===== src/rtl/hbus_pkg.sv =====
package hbus_pkg;
  localparam int unsigned ADDR_W = 3;
  localparam int unsigned DATA_W = 8;

  typedef struct packed {
    logic [ADDR_W-1:0] addr;
    logic              hit;
  } sel_t;
endpackage


===== src/rtl/hbus_sel_latch.sv =====
module hbus_sel_latch
  import hbus_pkg::*;
(
  input  logic              clk_i,
  input  logic              rst_ni,
  input  logic              strobe_ni,
  input  logic [ADDR_W-1:0] addr_i,
  input  logic              cs_a_i,
  input  logic              cs_b_i,
  input  logic              cs_c_i,
  output sel_t              sel_o
);
  sel_t live, held_q;

  always_comb begin
    live.addr = addr_i;
    live.hit  = cs_a_i & cs_b_i & ~cs_c_i;
  end

  // track while strobe low; the last tracked value stays once it rises
  always_ff @(posedge clk_i or negedge rst_ni) begin
    if (!rst_ni) held_q <= '{addr: '0, hit: 1'b0};
    else if (!strobe_ni) held_q <= live;
  end

  assign sel_o = strobe_ni ? held_q : live;
endmodule


===== src/rtl/hbus_strobe_sync.sv =====
module hbus_strobe_sync #(
  parameter int unsigned STAGES = 2
) (
  input  logic clk_i,
  input  logic rst_ni,
  input  logic strobe_ni,
  output logic level_o,
  output logic lead_o
);
  logic [STAGES-1:0] sync_q;
  logic              prev_q;

  always_ff @(posedge clk_i or negedge rst_ni) begin
    if (!rst_ni) begin
      sync_q <= '0;
      prev_q <= 1'b0;
    end else begin
      sync_q <= {sync_q[STAGES-2:0], ~strobe_ni};
      prev_q <= sync_q[STAGES-1];
    end
  end

  assign level_o = sync_q[STAGES-1];
  assign lead_o  = sync_q[STAGES-1] & ~prev_q;
endmodule


===== src/rtl/hbus_select.sv =====
module hbus_select
  import hbus_pkg::*;
#(
  parameter int unsigned SYNC_STAGES = 2
) (
  input  logic              clk_i,
  input  logic              rst_ni,
  input  logic [ADDR_W-1:0] addr_i,
  input  logic              cs_a_i,
  input  logic              cs_b_i,
  input  logic              cs_c_i,
  input  logic              addr_strobe_ni,
  input  logic              rd_ni,
  input  logic              wr_ni,
  input  logic [DATA_W-1:0] wdata_i,
  input  logic [DATA_W-1:0] rdata_i,
  output logic [ADDR_W-1:0] reg_idx_o,
  output logic              rd_en_o,
  output logic              wr_en_o,
  output logic [DATA_W-1:0] wr_data_o,
  output logic [DATA_W-1:0] bus_data_o,
  output logic              bus_oe_o,
  output logic              drv_dis_o
);
  localparam int unsigned N_STRB = 2;  // 0: read, 1: write

  sel_t              sel;
  logic [N_STRB-1:0] strb_n, lvl, lead;
  logic              rd_go, wr_go, rd_act;
  logic [ADDR_W-1:0] idx_q;
  logic [DATA_W-1:0] wdat_q, rdat_q;
  logic              rd_en_q, wr_en_q, oe_q;

  hbus_sel_latch u_sel (
    .clk_i     (clk_i),
    .rst_ni    (rst_ni),
    .strobe_ni (addr_strobe_ni),
    .addr_i    (addr_i),
    .cs_a_i    (cs_a_i),
    .cs_b_i    (cs_b_i),
    .cs_c_i    (cs_c_i),
    .sel_o     (sel)
  );

  assign strb_n = {wr_ni, rd_ni};

  for (genvar g = 0; g < N_STRB; g++) begin : g_strb
    hbus_strobe_sync #(.STAGES(SYNC_STAGES)) u_sync (
      .clk_i     (clk_i),
      .rst_ni    (rst_ni),
      .strobe_ni (strb_n[g]),
      .level_o   (lvl[g]),
      .lead_o    (lead[g])
    );
  end

  assign rd_go  = lead[0] & sel.hit;
  assign wr_go  = lead[1] & sel.hit;
  // a read window needs the write strobe idle
  assign rd_act = lvl[0] & ~lvl[1] & sel.hit;

  always_ff @(posedge clk_i or negedge rst_ni) begin
    if (!rst_ni) begin
      rd_en_q <= 1'b0;
      wr_en_q <= 1'b0;
      idx_q   <= '0;
      wdat_q  <= '0;
      rdat_q  <= '0;
      oe_q    <= 1'b0;
    end else begin
      rd_en_q <= rd_go;
      wr_en_q <= wr_go;
      if (rd_go || wr_go) idx_q <= sel.addr;
      if (wr_go) wdat_q <= wdata_i;
      oe_q    <= rd_act;
      rdat_q  <= rd_act ? rdata_i : '0;
    end
  end

  assign reg_idx_o  = idx_q;
  assign rd_en_o    = rd_en_q;
  assign wr_en_o    = wr_en_q;
  assign wr_data_o  = wdat_q;
  assign bus_data_o = rdat_q;
  assign bus_oe_o   = oe_q;
  assign drv_dis_o  = ~oe_q;
endmodule


===== config.mk =====
export PLATFORM = sky130hd
export DESIGN_NAME = hbus_select
export DESIGN_NICKNAME = d
export VERILOG_FILES = /design/src/rtl/hbus_pkg.sv /design/src/rtl/hbus_sel_latch.sv /design/src/rtl/hbus_strobe_sync.sv /design/src/rtl/hbus_select.sv
export SDC_FILE = /design/constraint.sdc
export NUM_CORES = 1
export LEC_CHECK = 0
export BUFFER_PORTS_ARGS = -buffer_cell sky130_fd_sc_hd__buf_2
export CAP_MARGIN = 15
export CORE_MARGIN = 8
export CORE_UTILIZATION = 40
export DETAILED_ROUTE_END_ITERATION = 10
export PLACE_DENSITY = 0.74
export REMOVE_ABC_BUFFERS = 1
export SYNTH_ARGS = -nofsm -noshare
export SYNTH_HDL_FRONTEND = slang
export SYNTH_HIERARCHICAL = 1
export SYNTH_SLANG_ARGS = --single-unit
export TNS_END_PERCENT = 5

===== constraint.sdc =====
create_clock -name clk_i -period 1.7 [get_ports clk_i]
set_clock_uncertainty 0.2 [all_clocks]
set_input_delay 0.17 -clock clk_i [delete_from_list [all_inputs] [get_ports clk_i]]
set_output_delay 0.17 -clock clk_i [all_outputs]
set_load 0.1 [all_outputs]

==> impl_results.md <==
- Clk buf depth: 2
- H-tree depth: 2
- Clock tree from TritonCTS: yes
- Ports: 50
- Netlist cell types: 12
- Number of CTS-inserted buffers: 5
- Endpoints failing hold: 0
- Crit path from: addr_i[1]
- Final worst path period share: 97.08%
- Setup TNS Final: 0 ns
- Status: completed
- Area delta synth->final: 53.66%
- Minimum clock period: 1.650 ns
- Worst Setup Start Kind: input port
- Slowest cell on crit path: dlygate4sd3_1
- CP max stage delay: about 0.56 ns
- Register area share after synthesis: 72.15%
- Max frequency: about 600 MHz
- Bufs and invs on worst path: 3
- Final HPWL DP: 1765 µm
- Initial antenna violation count: 0
- Clock Tree Root: clkbuf_4
- Unrepaired setup endpoints after global routing: false
- Max Slew Vio Count: 0
- Full die area: 4716 µm²
- Tot Pwr: 2.267 mW
- First-pass GRT wire length: 4050 µm
- CP Data Required Time: 1.70 ns
- Worst-path maximum fanout: 2
- DR iter-0 viols: 14
- Delay-heaviest family, CP: buffers and inverters
- Mapped Area: between 1000 and 1500 µm²
- Hold-critical path depth: 2
- Fill count: just over 200
- Fin util: 63.48%
- Placement Rows: 19
- WP depth: 4
- Vias in the first global route: 852
- Via-to-Cell Ratio: about 4.4
- Most frequent CP cell: dlygate4sd3_1
- Post_cts resized: 0
- Setup violations, final: 0
- Final Instance Area: 1705 µm²
- Yosys warns: 6
- Peak VDD IR: 0.001043 V
- Starting Density: 41.31%
- First-pass DRT Iterations: 4
- Synthesis-stage register bit count: 32
- Placed inst area: about 1400 µm²
- Skew-Pair Late Insertion Delay: about 0.32 ns
- RR Startpoint: u_sel/held_q[1]
- R2r setup slk: 0.17 ns
- Layout Nets: 175
- Port Buffers: 49
- CP arrival: 1.65 ns
- Routability cong.: 0.6729
- Lkg Pwr: 0.9170 nW
- Crit Path Class: input port to flop
- GRT Resource Usage Total: 11.97%
- Hold WC Path Type: input port to flop
- Final ANT Viol Nets: 0
- Drc violations: 0
- Layout cells sized above 1: 50.34%
- Per-cell routed wire length: 14.00 µm
- Pwr dens: 1329 nW/µm²
- Pin count of the biggest net entering global routing: 33
- Reg clk slew, reported paths: 0.09 ns
- Reg2Reg Depth: 2
- Reg-to-reg critical path endpoint: u_sel/held_q[1]
- Syn Area/Cell: 16.56 µm²
- N_diodes: 0
- Core Region: 2686 µm²
- DR vias: 785
- Die height: 68.68 µm
- DP Cell Count: approximately 150
- Syn Inst Count: 67
- Actual slew at the worst max-slew pin: around 0.68 ns
- CP endpoint: u_sel/held_q[2]
- Final wirelength: between 2000 and 3000 µm
- Max_slew headroom: between 50% and 60%
- Clock sink total: 32
- Max_cap viols: 0
- Die Wd: 68.68 µm
- Worst setup EP type: flop
- Cells along the critical path: dlygate4sd3_1 -> buf_2 -> mux2_2 -> dlygate4sd3_1
- Grt ovf: 0
- Non-filler cells, final: 180
report_power, final:
| part | internal, mW | switching [mW] |
|---|---|---|
| Sequential | 0.859 | 0.0474 |
| Combinational | 0.193 | 0.738 |
| Clock | 0.204 | 0.225 |
| Total | 1.26 | 1.01 |
final cells by class:
| class | count | area [µm²] | share of cell area (%) |
|---|---|---|---|
| sequential | 32 | 800.8 | 46.96 |
| timing repair buffer | 75 | 505.5 | 29.64 |
| multi-input combinational | 30 | 286.5 | 16.80 |
| clock buffer | 8 | 58.81 | 3.448 |
| tap | 31 | 38.79 | 2.274 |
| inverter | 4 | 15.01 | 0.8804 |
per-stage QoR:
step | hold slack, ns | setup slack [ns]
final | 0.01849 | 0.04968
after global routing | 0.008535 | 0.01655
after CTS | 0.001621 | 0.07665
after detailed placement | 0.05051 | 0.2152
after global placement | 0.02950 | 0.2672
after floorplan | -0.3256 | -0.2317
worst reg2reg max path: stages (launching register included):
cell and delay (ns):
dfrtp_1 0.38, mux2_2 0.27, dlygate4sd3_1 0.57
synthesized netlist by cell type:
library cell	n	area share (%)
dfrtp_1	32	72
and2_1	8	4.5
nor2_1	1	0.34
and2_2	1	0.68
nand2_4	1	1.0
inv_1	4	1.4
o21ai_2	1	0.79
mux2_2	14	14
buf_4	1	0.68
nor2b_4	2	2.5
a32o_2	1	1.0
and3b_1	1	0.79
cells by family (layout without fill, tap and decap cells):
family	after synthesis	after routing	share of synthesized area [%]
AO/OA/AOI/OAI	2	2	1.804
buffers and inverters	5	87	2.029
flip-flops	32	32	72.15
multiplexers	14	14	14.21
AND/OR/NAND/NOR	14	14	9.809
metal layers:
metal	part of all wire [%]	GRT usage, %	vias to the layer above	wire length (µm)
met3	13	7.108	7	327
met1	34	11.62	365	866
met5	0	0	-	0
met2	51	19.40	33	1283
li1	-	-	380	-
met4	1.7	6.905	0	44
cells in the final DEF, fill, tap and decap left out, drive strengths merged:
cell / instances
and2: 9
clkbuf: 8
inv: 4
dfrtp: 32
o21ai: 1
buf: 49
nand2: 1
mux2: 14
and3b: 1
nor2b: 2
dlygate4sd3: 26
a32o: 1
nor2: 1
flip-flops by register name, summed over array words and instances (netlist names):
| name | flops |
|---|---|
| g_strb.u_sync/prev_q | 2 |
| wr_data_o | 8 |
| bus_data_o | 8 |
| u_sel/held_q | 4 |
| bus_oe_o | 1 |
| g_strb.u_sync/sync_q | 4 |
| wr_en_o | 1 |
| rd_en_o | 1 |
| reg_idx_o | 3 |
what timing repair did:
| item | 4_1_cts | 5_1_grt |
|---|---|---|
| setup endpoints to repair | 0 | 0 |
| buffers inserted | 0 | 0 |
| endpoints found under the hold margin | 54 | 0 |
| hold buffers | 26 | 0 |
worst min path at each step:
stage	from	end	slack, ns
5_1_grt	cs_a_i	u_sel/held_q[0]	0.009
2_1_floorplan	rst_ni	bus_data_o[0]	-0.33
3_3_place_gp	rst_ni	wr_data_o[0]	0.03
3_5_place_dp	rst_ni	wr_data_o[0]	0.05
6_report	cs_a_i	u_sel/held_q[0]	0.02
4_1_cts	cs_a_i	u_sel/held_q[0]	0.002
No activity file was read; power rests on OpenSTA's default activity.
